**src/rtl/usb_lp_pkg.sv**
```systemverilog
package usb_lp_pkg;

    typedef enum logic [1:0] {
        LS_SE0 = 2'd0,
        LS_J   = 2'd1,
        LS_K   = 2'd2,
        LS_SE1 = 2'd3
    } line_t;

    typedef enum logic [1:0] {
        ST_ACTIVE  = 2'd0,
        ST_SUSPEND = 2'd1,
        ST_WAKE    = 2'd2,
        ST_DRIVE_K = 2'd3
    } pm_state_t;

    localparam int NFLAGS    = 4;
    localparam int FLAG_EP0  = 0;
    localparam int FLAG_INEP = 1;
    localparam int FLAG_SUSP = 2;
    localparam int FLAG_RES  = 3;
    localparam int NMASK     = NFLAGS - 1;

    function automatic line_t decode_line(input logic dp, input logic dm);
        line_t r;
        unique case ({dp, dm})
            2'b00:   r = LS_SE0;
            2'b01:   r = LS_J;
            2'b10:   r = LS_K;
            default: r = LS_SE1;
        endcase
        return r;
    endfunction

endpackage

```
**src/rtl/usb_lp_line.sv**
```systemverilog
module usb_lp_line
    import usb_lp_pkg::*;
(
    input  logic clk,
    input  logic rst_n,
    input  logic dp_i,
    input  logic dm_i,
    output logic activity,
    output logic j_to_k
);

    line_t cur_q;
    line_t prev_q;

    always_ff @(posedge clk or negedge rst_n) begin
        if (!rst_n) begin
            cur_q  <= LS_J;
            prev_q <= LS_J;
        end else begin
            cur_q  <= decode_line(dp_i, dm_i);
            prev_q <= cur_q;
        end
    end

    // End of packet / keep-alive: SE0 followed by idle J
    assign activity = (prev_q == LS_SE0) && (cur_q == LS_J);
    // Resume signalling edge from the host
    assign j_to_k   = (prev_q == LS_J) && (cur_q == LS_K);

endmodule

```
**src/rtl/usb_lp_idle.sv**
```systemverilog
module usb_lp_idle #(
    parameter int IDLE_CYCLES = 18000
) (
    input  logic clk,
    input  logic rst_n,
    input  logic run,
    input  logic activity,
    output logic done
);

    localparam int CW = $clog2(IDLE_CYCLES + 1);
    localparam logic [CW-1:0] LIMIT = CW'(IDLE_CYCLES);

    logic [CW-1:0] cnt_q;

    always_ff @(posedge clk or negedge rst_n) begin
        if (!rst_n) begin
            cnt_q <= '0;
        end else if (!run || activity) begin
            cnt_q <= '0;
        end else if (cnt_q != LIMIT) begin
            cnt_q <= cnt_q + 1'b1;
        end
    end

    assign done = run && !activity && (cnt_q == LIMIT);

    // activity while counting restarts the count
    a_r2_restart: assert property (@(posedge clk) disable iff (!rst_n)
        (run && activity) |=> (cnt_q == '0));

endmodule

```
**src/rtl/usb_lp_fsm.sv**
```systemverilog
module usb_lp_fsm
    import usb_lp_pkg::*;
(
    input  logic clk,
    input  logic rst_n,
    input  logic idle_done,
    input  logic j_to_k,
    input  logic send_res,
    input  logic susp_clr,
    output logic count_en,
    output logic susp_o,
    output logic wake_o,
    output logic drv_oe,
    output logic dp_o,
    output logic dm_o,
    output logic susp_set,
    output logic res_set
);

    pm_state_t st_q;
    pm_state_t st_d;

    always_ff @(posedge clk or negedge rst_n) begin
        if (!rst_n) st_q <= ST_ACTIVE;
        else        st_q <= st_d;
    end

    always_comb begin
        st_d = st_q;
        unique case (st_q)
            ST_ACTIVE: begin
                if (idle_done) st_d = ST_SUSPEND;
            end
            ST_SUSPEND: begin
                if (susp_clr)      st_d = ST_ACTIVE;
                else if (send_res) st_d = ST_DRIVE_K;
                else if (j_to_k)   st_d = ST_WAKE;
            end
            ST_WAKE: begin
                if (susp_clr) st_d = ST_ACTIVE;
            end
            ST_DRIVE_K: begin
                if (susp_clr)       st_d = ST_ACTIVE;
                else if (!send_res) st_d = ST_SUSPEND;
            end
            default: st_d = ST_ACTIVE;
        endcase
    end

    always_comb begin
        count_en = 1'b0;
        susp_o   = 1'b1;
        wake_o   = 1'b0;
        drv_oe   = 1'b0;
        dp_o     = 1'b0;
        dm_o     = 1'b0;
        susp_set = 1'b0;
        res_set  = 1'b0;
        unique case (st_q)
            ST_ACTIVE: begin
                count_en = 1'b1;
                susp_o   = 1'b0;
                susp_set = idle_done;
            end
            ST_SUSPEND: begin
                res_set = j_to_k && !susp_clr && !send_res;
            end
            ST_WAKE: begin
                wake_o = 1'b1;
            end
            ST_DRIVE_K: begin
                drv_oe = 1'b1;
                dp_o   = 1'b1;
                dm_o   = 1'b0;
            end
            default: begin
                susp_o = 1'b0;
            end
        endcase
    end

    // suspend is only entered from a finished idle count
    a_r1_entry_on_idle: assert property (@(posedge clk) disable iff (!rst_n)
        (st_q != ST_ACTIVE && $past(st_q) == ST_ACTIVE) |-> $past(idle_done));

    // K is only driven while the send-resume request was present
    a_r5_k_needs_req: assert property (@(posedge clk) disable iff (!rst_n)
        drv_oe |-> $past(send_res));

    // clearing the suspend bit always leads back to ACTIVE
    a_r4_clear_leaves: assert property (@(posedge clk) disable iff (!rst_n)
        (susp_clr && st_q != ST_ACTIVE) |=> (st_q == ST_ACTIVE));

endmodule

```
**src/rtl/usb_lp_regs.sv**
```systemverilog
module usb_lp_regs
    import usb_lp_pkg::*;
#(
    parameter int DW = 8
) (
    input  logic          clk,
    input  logic          rst_n,
    input  logic          reg_we,
    input  logic          reg_addr,
    input  logic [DW-1:0] reg_wdata,
    input  logic          ep0_evt,
    input  logic          inep_evt,
    input  logic          susp_set,
    input  logic          res_set,
    input  logic          suspended,
    output logic [DW-1:0] reg_rdata,
    output logic          irq,
    output logic          send_res,
    output logic          susp_clr
);

    localparam int CTRL_SUSP  = 0;
    localparam int CTRL_SRES  = 1;
    localparam int CTRL_MASK0 = 2;

    logic [NFLAGS-1:0] flag_q;
    logic [NFLAGS-1:0] flag_set;
    logic [NFLAGS-1:0] flag_clr;
    logic [NMASK-1:0]  mask_q;
    logic              sres_q;
    logic              wr_flags;
    logic              wr_ctrl;
    logic [NFLAGS-1:0] enable;

    assign wr_flags = reg_we && !reg_addr;
    assign wr_ctrl  = reg_we &&  reg_addr;

    always_comb begin
        flag_set            = '0;
        flag_set[FLAG_EP0]  = ep0_evt;
        flag_set[FLAG_INEP] = inep_evt;
        flag_set[FLAG_SUSP] = susp_set;
        flag_set[FLAG_RES]  = res_set;
        flag_clr            = wr_flags ? reg_wdata[NFLAGS-1:0] : '0;
    end

    always_ff @(posedge clk or negedge rst_n) begin
        if (!rst_n) begin
            flag_q <= '0;
            mask_q <= '0;
            sres_q <= 1'b0;
        end else begin
            flag_q <= (flag_q & ~flag_clr) | flag_set;
            if (wr_ctrl) begin
                mask_q <= reg_wdata[CTRL_MASK0 +: NMASK];
                sres_q <= reg_wdata[CTRL_SRES];
            end
        end
    end

    assign susp_clr = wr_ctrl && !reg_wdata[CTRL_SUSP];
    assign send_res = sres_q;

    assign enable = {~mask_q, 1'b1};
    assign irq    = |(flag_q & enable);

    always_comb begin
        reg_rdata = '0;
        if (!reg_addr) begin
            reg_rdata[NFLAGS-1:0] = flag_q;
        end else begin
            reg_rdata[CTRL_SUSP]             = suspended;
            reg_rdata[CTRL_SRES]             = sres_q;
            reg_rdata[CTRL_MASK0 +: NMASK]   = mask_q;
        end
    end

    logic unused_wbits;
    assign unused_wbits = ^reg_wdata[DW-1:CTRL_MASK0+NMASK];

    // an event strobe wins over a clear in the same cycle
    a_r8_set_wins: assert property (@(posedge clk) disable iff (!rst_n)
        ep0_evt |=> flag_q[FLAG_EP0]);

    // a clear with no competing strobe empties the flag
    a_r8_w1c: assert property (@(posedge clk) disable iff (!rst_n)
        (wr_flags && reg_wdata[FLAG_EP0] && !ep0_evt) |=> !flag_q[FLAG_EP0]);

    // the resume flag only rises after the state machine reports it
    a_r3_res_source: assert property (@(posedge clk) disable iff (!rst_n)
        $rose(flag_q[FLAG_RES]) |-> $past(res_set));

endmodule

```
**src/rtl/usb_lp_ctrl.sv**
```systemverilog
module usb_lp_ctrl #(
    parameter int IDLE_CYCLES = 18000,
    parameter int DW          = 8
) (
    input  logic          clk,
    input  logic          rst_n,
    input  logic          dp_i,
    input  logic          dm_i,
    output logic          dp_o,
    output logic          dm_o,
    output logic          drv_oe,
    input  logic          ep0_evt,
    input  logic          inep_evt,
    input  logic          reg_we,
    input  logic          reg_addr,
    input  logic [DW-1:0] reg_wdata,
    output logic [DW-1:0] reg_rdata,
    output logic          irq,
    output logic          susp_o,
    output logic          wake_o
);

    logic activity;
    logic j_to_k;
    logic count_en;
    logic idle_done;
    logic send_res;
    logic susp_clr;
    logic susp_set;
    logic res_set;

    usb_lp_line u_line (
        .clk      (clk),
        .rst_n    (rst_n),
        .dp_i     (dp_i),
        .dm_i     (dm_i),
        .activity (activity),
        .j_to_k   (j_to_k)
    );

    usb_lp_idle #(.IDLE_CYCLES(IDLE_CYCLES)) u_idle (
        .clk      (clk),
        .rst_n    (rst_n),
        .run      (count_en),
        .activity (activity),
        .done     (idle_done)
    );

    usb_lp_fsm u_fsm (
        .clk       (clk),
        .rst_n     (rst_n),
        .idle_done (idle_done),
        .j_to_k    (j_to_k),
        .send_res  (send_res),
        .susp_clr  (susp_clr),
        .count_en  (count_en),
        .susp_o    (susp_o),
        .wake_o    (wake_o),
        .drv_oe    (drv_oe),
        .dp_o      (dp_o),
        .dm_o      (dm_o),
        .susp_set  (susp_set),
        .res_set   (res_set)
    );

    usb_lp_regs #(.DW(DW)) u_regs (
        .clk       (clk),
        .rst_n     (rst_n),
        .reg_we    (reg_we),
        .reg_addr  (reg_addr),
        .reg_wdata (reg_wdata),
        .ep0_evt   (ep0_evt),
        .inep_evt  (inep_evt),
        .susp_set  (susp_set),
        .res_set   (res_set),
        .suspended (susp_o),
        .reg_rdata (reg_rdata),
        .irq       (irq),
        .send_res  (send_res),
        .susp_clr  (susp_clr)
    );

endmodule

```
**config.mk**
```make
export PLATFORM = sky130hd
export DESIGN_NAME = usb_lp_ctrl
export DESIGN_NICKNAME = d
export VERILOG_FILES = /design/src/rtl/usb_lp_pkg.sv /design/src/rtl/usb_lp_line.sv /design/src/rtl/usb_lp_idle.sv /design/src/rtl/usb_lp_fsm.sv /design/src/rtl/usb_lp_regs.sv /design/src/rtl/usb_lp_ctrl.sv
export SDC_FILE = /design/constraint.sdc
export NUM_CORES = 1
export LEC_CHECK = 0
export BUFFER_PORTS_ARGS = -buffer_cell sky130_fd_sc_hd__buf_4
export CORE_ASPECT_RATIO = 0.8
export CORE_UTILIZATION = 49
export DETAILED_ROUTE_END_ITERATION = 8
export PLACE_DENSITY = 0.72
export SLEW_MARGIN = 20
export SYNTH_ARGS = -nofsm -noshare
export SYNTH_HDL_FRONTEND = slang
export SYNTH_SLANG_ARGS = --single-unit
```
**constraint.sdc**
```tcl
create_clock -name clk -period 1.2 [get_ports clk]
set_input_delay 0.06 -clock clk [delete_from_list [all_inputs] [get_ports clk]]
set_output_delay 0.06 -clock clk [all_outputs]
set_load 0.01 [all_outputs]
```
==> results.json, run 1 <==
{
  "htreeDepth": 2,
  "p_per_area_nw_per_um2": 1293,
  "syn_area_sq_um": 1511,
  "final_layout_size_suffix_gt1_frac": 0.5025,
  "fmax_ghz": 0.7160,
  "fin_skew_ns": 0.007587,
  "clockBufferDepth": 2,
  "report.final.slew_viol_count": 0,
  "fin_util": 0.7770,
  "avgSynthCellArea_sq_um": 10.42,
  "totalWireLength_um": 3506,
  "rsz0062_at_grt": "true",
  "overflow": 0,
  "violations": "setup timing",
  "seq_area_frac_synth": 0.4818,
  "cts-root-buf": "clkbuf_8",
  "die_w_um": 64.10,
  "cts_tree": "done",
  "ys_types": 39,
  "placed_cell_area_sq_um": 1853,
  "synth_edf_count": 0,
  "worst_path_max_delay_cell": "dfrtp_1",
  "antenna_cells": 0,
  "power_w": 0.002863,
  "core-area_sq_um": 2850,
  "grt_pass1_wl_um": 5637,
  "cts.sinks": 29,
  "gr-usage-all-layers": 0.2340,
  "clkLatencyLatePin_ns": 0.28,
  "antenna_found_initial": 0,
  "max_cap_viol_count": 0,
  "cp-start-kind": "flip-flop",
  "min_period_ns": 1.397,
  "post-route-period-util": 1.164,
  "finalSetupTns_ns": -1.953,
  "hold_violations": 0,
  "vias_per_cell": 5.105,
  "post-synth-top-count-cell": "dfrtp_1",
  "synthTopCellsByArea": "dfrtp_1 45%, mux2_2 5.2%, xnor2_1 4.6%",
  "critical_path.endpoint_type": "flip-flop",
  "ys_seq_elements": 29,
  "avgRoutedWirePerCell_um": 14.67,
  "crit_start": "u_idle.cnt_q[0]",
  "hold_slack_ns": 0.02263,
  "dr.pass1.iters": 4,
  "critPathKind": "flip-flop to flip-flop",
  "synth-async-reset-ratio": 1.000,
  "dieHeight_um": 51.68,
  "r2r-start": "u_idle.cnt_q[0]",
  "start_util": 0.5303,
  "area_growth_pct": 46.52,
  "place_congestion": 0.8165,
  "synth_top_area_share": 0.4470,
  "synthCells": 145,
  "ios": 30,
  "crit_chain": "inv_1 > ha_1 > and4bb_1 > nand4_4 > a21bo_1 > a21oi_1",
  "ir_worst_vdd_v": 0.0007998,
  "synth_top_flop_cell": "dfrtp_1",
  "rows": 17,
  "cp_max_fo": 6,
  "leakage_nw": 1.045,
  "worstPathArrival_ns": 1.59,
  "grt_pass1_vias": 1246,
  "required_ns": 1.40,
  "antenna_left": 0,
  "yosys-top-cells-count": "27 x dfrtp_1, 14 x nor2_1, 11 x nand2_1",
  "status": "finished, violations left",
  "drt_iter0_markers": 42,
  "yosys_warnings": 0,
  "grt_max_degree": 30,
  "drc": 0,
  "final-setup-viol-count": 17,
  "cts_buffers": 5,
  "vias": 1220,
  "hpwl_um": 2374,
  "slowest_delay_ns": 0.41,
  "finalInstanceArea_sq_um": 2215,
  "cts.reportedPaths.clkPinSlew_ns": 0.06,
  "min_path_type": "input port to flip-flop",
  "fp.dieArea_sq_um": 3312,
  "yosys.area.top_type": "dfrtp_1",
  "io_buffers": 22,
  "setup_slack_ns": -0.1967,
  "nets": 219,
  "hold_start": "reg_wdata[4]"
}
## metrics by stage
step                cells  worst slack, ns
finish                239          -0.1967
floorplan             148          -0.1070
global route          239          -0.2687
CTS                   235          -0.1757
detailed placement    219          -0.1591
global placement      219          -0.1338
## timing repair
| action | CTS | global route |
|---|---|---|
| hold endpoints to repair | 31 | 0 |
| endpoints found under the setup margin | 19 | 21 |
| resized for setup | 17 | 27 |
| hold buffers | 5 | 0 |
| pin swaps | 2 | 7 |
| buffers inserted | 4 | 6 |
## metal layers
metal / GRT usage / wire length [um] / share of wire / up-vias
li1: - / - / - / 604
met1: 0.3121 / 1732 / 0.49 / 597
met2: 0.3706 / 1666 / 0.48 / 15
met3: 0.07237 / 83 / 0.024 / 4
met4: 0.06667 / 25 / 0.0071 / 0
met5: 0 / 0 / 0 / -
## power by group
part,switching (W),leakage [nW],internal (W)
Combinational,0.000378,0.638,0.000452
Sequential,0.000139,0.363,0.00110
Clock,0.000341,0.0443,0.000453
## final timing paths
path / slack [ns] / end / depth (start not counted)
setup / recovery: -0.20 / u_idle.cnt_q[2] / 6
min in group asynchronous: 0.24 / u_regs.mask_q[1] / 2
hold reg to reg: 0.37 / u_line.prev_q[0] / 0
setup reg to reg: -0.20 / u_idle.cnt_q[2] / 6
hold / removal: 0.02 / u_regs.mask_q[2] / 2
max in group asynchronous: 0.64 / u_line.prev_q[0] / 2
## flip-flops by register name, summed over array words and instances (netlist names)
register,count
u_idle.cnt_q,15
u_line.prev_q,2
u_regs.send_res,1
u_regs.flag_q,4
u_line.cur_q,2
u_regs.mask_q,3
u_fsm.st_q,2
## kinds of logic after synthesis
| kind of cell | Yosys count | synth area share |
|---|---|---|
| adders and majority gates | 2 | 0.01655 |
| AOI/OAI and AO/OA | 20 | 0.09520 |
| muxes | 8 | 0.05878 |
| buffers and inverters | 18 | 0.05794 |
| other | 1 | 0.002481 |
| and+or+nand+nor | 57 | 0.2293 |
| DFF | 29 | 0.4818 |
| xor gates and xnor gates | 10 | 0.05795 |
## layout by cell type, fill, tap and decap left out, drive strengths merged
cell | Yosys | final
o21ai | 6 | 6
nor4b | 1 | 1
nor2 | 16 | 16
and3 | 1 | 1
ha | 2 | 2
nand2b | 2 | 2
nor4 | 4 | 4
xor2 | 2 | 2
mux2i | 1 | 1
nand4 | 5 | 5
nand3 | 6 | 6
a21o | 2 | 2
and4bb | 1 | 1
dfstp | 2 | 2
nand3b | 1 | 1
o221ai | 1 | 1
a31o | 2 | 2
and2 | 2 | 2
o41ai | 1 | 1
clkbuf | 3 | 7
inv | 9 | 9
or3 | 1 | 1
mux2 | 7 | 7
a21oi | 7 | 7
nor3 | 2 | 2
dlygate4sd3 | 0 | 5
xnor2 | 8 | 8
conb | 1 | 4
nand2 | 11 | 11
dfrtp | 27 | 27
and4b | 1 | 1
nor2b | 3 | 3
a21bo | 1 | 1
buf | 6 | 50
## layout make-up
type                    instances  area [sq um]
clock buffers                   7         86.33
multi-input cells             101         854.6
flip-flops and latches         29         733.2
fillers                       176         635.6
well taps                      38         47.55
repair buffers                 55         459.2
inverters                       9         33.78
## worst max-delay path: cells and delay by family (launching register included)
family                   cells  cell delay, ns
AO/OA/AOI/OAI                2            0.32
buffers and inverters        1            0.07
AND/OR/NAND/NOR              2            0.38
flip-flops                   1            0.41
adder cells (fa/ha/maj)      1            0.13
No activity file was read; power rests on OpenSTA's default activity.
==> inputs of run 2 (changes only) <==
--- a/config.mk
+++ b/config.mk
@@ -5,11 +5,12 @@
 export SDC_FILE = /design/constraint.sdc
 export NUM_CORES = 1
 export LEC_CHECK = 0
+export ABC_AREA = 1
 export BUFFER_PORTS_ARGS = -buffer_cell sky130_fd_sc_hd__buf_4
 export CORE_ASPECT_RATIO = 0.8
 export CORE_UTILIZATION = 49
 export DETAILED_ROUTE_END_ITERATION = 8
-export PLACE_DENSITY = 0.72
+export PLACE_DENSITY = 0.74
 export SLEW_MARGIN = 20
 export SYNTH_ARGS = -nofsm -noshare
 export SYNTH_HDL_FRONTEND = slang
==> run 2 against run 1 <==
  * The flow finishes with violations (hold timing, setup timing)
  * Combinational power grew 17%
  * Routed wire length up 19%
  * Final area rose by 6.7%
  * Critical path depth up 1
  * Die area increased by 7.7%
  * Synthesized area is 8.0% higher
  * Largest cell class unchanged
  * Setup slack improved by 0.038 ns
  * Global-route usage is 0.095 points lower
  * Sequential cell count unchanged
  * Fmax up 2.8%
  * Cell count rose by 30%
==> results.json, run 2 <==
{
  "status": "finished, violations left",
  "violations": "hold timing, setup timing",
  "overflow": 0,
  "yosys_warnings": 0,
  "core-area_sq_um": 3131,
  "synth-async-reset-ratio": 1.000,
  "hold_end": "u_regs.mask_q[2]",
  "ios": 30,
  "fp.dieArea_sq_um": 3569,
  "hold_violations": 1,
  "yosys.area.top_type": "dfrtp_1",
  "reg.largest.list": "u_idle.cnt_q x15, u_regs.flag_q x4, u_regs.mask_q x3",
  "ir_worst_vdd_v": 0.001102,
  "vias_per_cell": 5.074,
  "synth_top_family_by_area": "simple AND/OR/NAND/NOR gates",
  "antenna_found_initial": 0,
  "syn_area_sq_um": 1633,
  "hold_start": "reg_wdata[4]",
  "wl_met3_um": 159,
  "finalInstanceArea_sq_um": 2364,
  "setup_slack_ns": -0.1587,
  "htreeDepth": 2,
  "rows": 18,
  "leakage_nw": 1.163,
  "start_util": 0.5216,
  "die_w_um": 66.54,
  "cts_buffers": 5,
  "fmax_ghz": 0.7360,
  "whs_path_depth": 2,
  "met2_length_um": 2072,
  "cts-root-buf": "clkbuf_8",
  "largest_reg_flops": 15,
  "gr-usage-all-layers": 0.2331,
  "hold_slack_ns": -0.0004838,
  "required_ns": 1.37,
  "cts.reportedPaths.clkPinSlew_ns": 0.06,
  "r2r_cells": 7,
  "synthCells": 212,
  "final_layout_size_suffix_gt1_frac": 0.4280,
  "post-route-period-util": 1.132,
  "placed_cell_area_sq_um": 1949,
  "synth_top_area_share": 0.4138,
  "seq_area_frac_synth": 0.4460,
  "area_growth_pct": 44.75,
  "final-setup-viol-count": 18,
  "antenna_cells": 0,
  "cts.sinks": 29,
  "top_register": "u_idle.cnt_q",
  "synth_xor_area_frac": 0.01609,
  "dr.pass1.iters": 4,
  "fin_skew_ns": 0.004513,
  "yosys-top-cells-count": "39 x nand2_1, 34 x inv_1, 27 x dfrtp_1",
  "synth_edf_count": 0,
  "critical_path.endpoint_type": "flip-flop",
  "synthTopCellsByArea": "dfrtp_1 41%, nand2_1 9.0%, inv_1 7.8%",
  "nets": 288,
  "final_common_cell": "buf_4",
  "min_path_type": "input port to flip-flop",
  "vias": 1578,
  "clockBufferDepth": 2,
  "place_congestion": 0.8060,
  "cp_max_fo": 3,
  "clkLatencyLatePin_ns": 0.28,
  "synth_fa_ha_area_frac": 0.01533,
  "avgRoutedWirePerCell_um": 13.40,
  "totalWireLength_um": 4166,
  "grt_pass1_wl_um": 5913,
  "worstPathArrival_ns": 1.52,
  "drt_iter0_markers": 81,
  "r2r-start": "u_idle.cnt_q[0]",
  "synth_mux_area_frac": 0.006897,
  "ys_types": 29,
  "top_layer_used": "met4",
  "min_period_ns": 1.359,
  "antenna_left": 0,
  "cts_tree": "done",
  "fin_util": 0.7550,
  "grt_max_degree": 30,
  "fillers": 215,
  "power_w": 0.003030,
  "synth_compound_area_frac": 0.1257,
  "yosys.area_share.simple": 0.2728,
  "p_per_area_nw_per_um2": 1282,
  "dieHeight_um": 53.63,
  "synth_top_flop_cell": "dfrtp_1",
  "hpwl_um": 2653,
  "max_cap_viol_count": 0,
  "io_buffers": 22,
  "place_inst": 288,
  "post-synth-top-count-cell": "nand2_1",
  "grt_pass1_vias": 1342,
  "final_cell_mix": "46 x buf_4, 31 x nand2_1, 26 x inv_1, 26 x dfrtp_1, 20 x nor2_1",
  "rsz0062_at_grt": "true",
  "critPathKind": "flip-flop to flip-flop",
  "final_cells": 311,
  "report.final.slew_viol_count": 0,
  "reg2reg_to": "u_idle.cnt_q[14]",
  "avgSynthCellArea_sq_um": 7.702,
  "ys_seq_elements": 29,
  "drc": 0,
  "cp-start-kind": "flip-flop",
  "drt-met1-wl_um": 1891,
  "regToRegSetupSlack_ns": -0.16
}
run 2: metrics by stage:
step	setup TNS, ns	worst slack, ns	hold slack, ns
after floorplan	-0.007434	-0.004460	-0.2356
final	-1.967	-0.1587	-0.0004838
after global routing	-3.555	-0.2558	0.01221
after detailed placement	-0.9462	-0.1585	0.004123
after global placement	-0.5651	-0.1205	-0.0002419
after CTS	-1.120	-0.1482	0.0005783
run 2: cell type report:
| type | instances | area (sq um) | share of cell area |
|---|---|---|---|
| clock inverters | 2 | 10.01 | 0.004235 |
| well taps | 40 | 50.05 | 0.02118 |
| multi-input cells | 142 | 912.1 | 0.3859 |
| flip-flops and latches | 29 | 729.5 | 0.3086 |
| clock buffers | 6 | 72.57 | 0.03070 |
| inverters | 36 | 137.6 | 0.05823 |
| repair buffers | 56 | 451.7 | 0.1911 |
run 2: logic make-up (layout without fill, tap and decap cells):
family,Yosys count,count (layout)
AOI/OAI and AO/OA,37,37
xor gates and xnor gates,3,3
adders and majority gates,2,2
buffers and inverters,44,100
DFF,29,29
muxes,1,1
other,1,4
and+or+nand+nor,95,95
run 2: worst max-delay path by stage:
stage	from	endpoint	slack [ns]
floorplan	u_idle.cnt_q[0]	u_fsm.st_q[1]	-0.004
finish	u_idle.cnt_q[0]	u_idle.cnt_q[14]	-0.16
CTS	u_idle.cnt_q[0]	u_fsm.st_q[1]	-0.15
global placement	u_idle.cnt_q[0]	u_fsm.st_q[1]	-0.12
global route	u_idle.cnt_q[1]	u_fsm.st_q[1]	-0.26
detailed placement	u_idle.cnt_q[0]	u_fsm.st_q[1]	-0.16
run 2: power breakdown:
part	internal [W]	switching [W]
Combinational	0.000467	0.000505
Sequential	0.00110	0.000192
Clock	0.000401	0.000365
Total	0.00197	0.00106
run 2: what timing repair did:
action	CTS	global route
hold endpoints to repair	33	0
endpoints found under the setup margin	16	26
resized for setup	18	42
hold buffers	5	0
setup buffers	4	6
pin swaps	11	15
run 2: metal layers:
layer	vias to the layer above	global-route usage
met5	-	0
met4	0	0.1064
met3	5	0.05932
met2	39	0.3401
met1	753	0.3257
li1	781	-
run 2: worst max-delay path, cell delays in order (launching register included):
cell and delay [ns]:
dfrtp_1 0.43, ha_4 0.18, nand3_4 0.10, buf_4 0.17, nor2_4 0.11, nand3_2 0.07, xor2_1 0.15, nor2_1 0.05
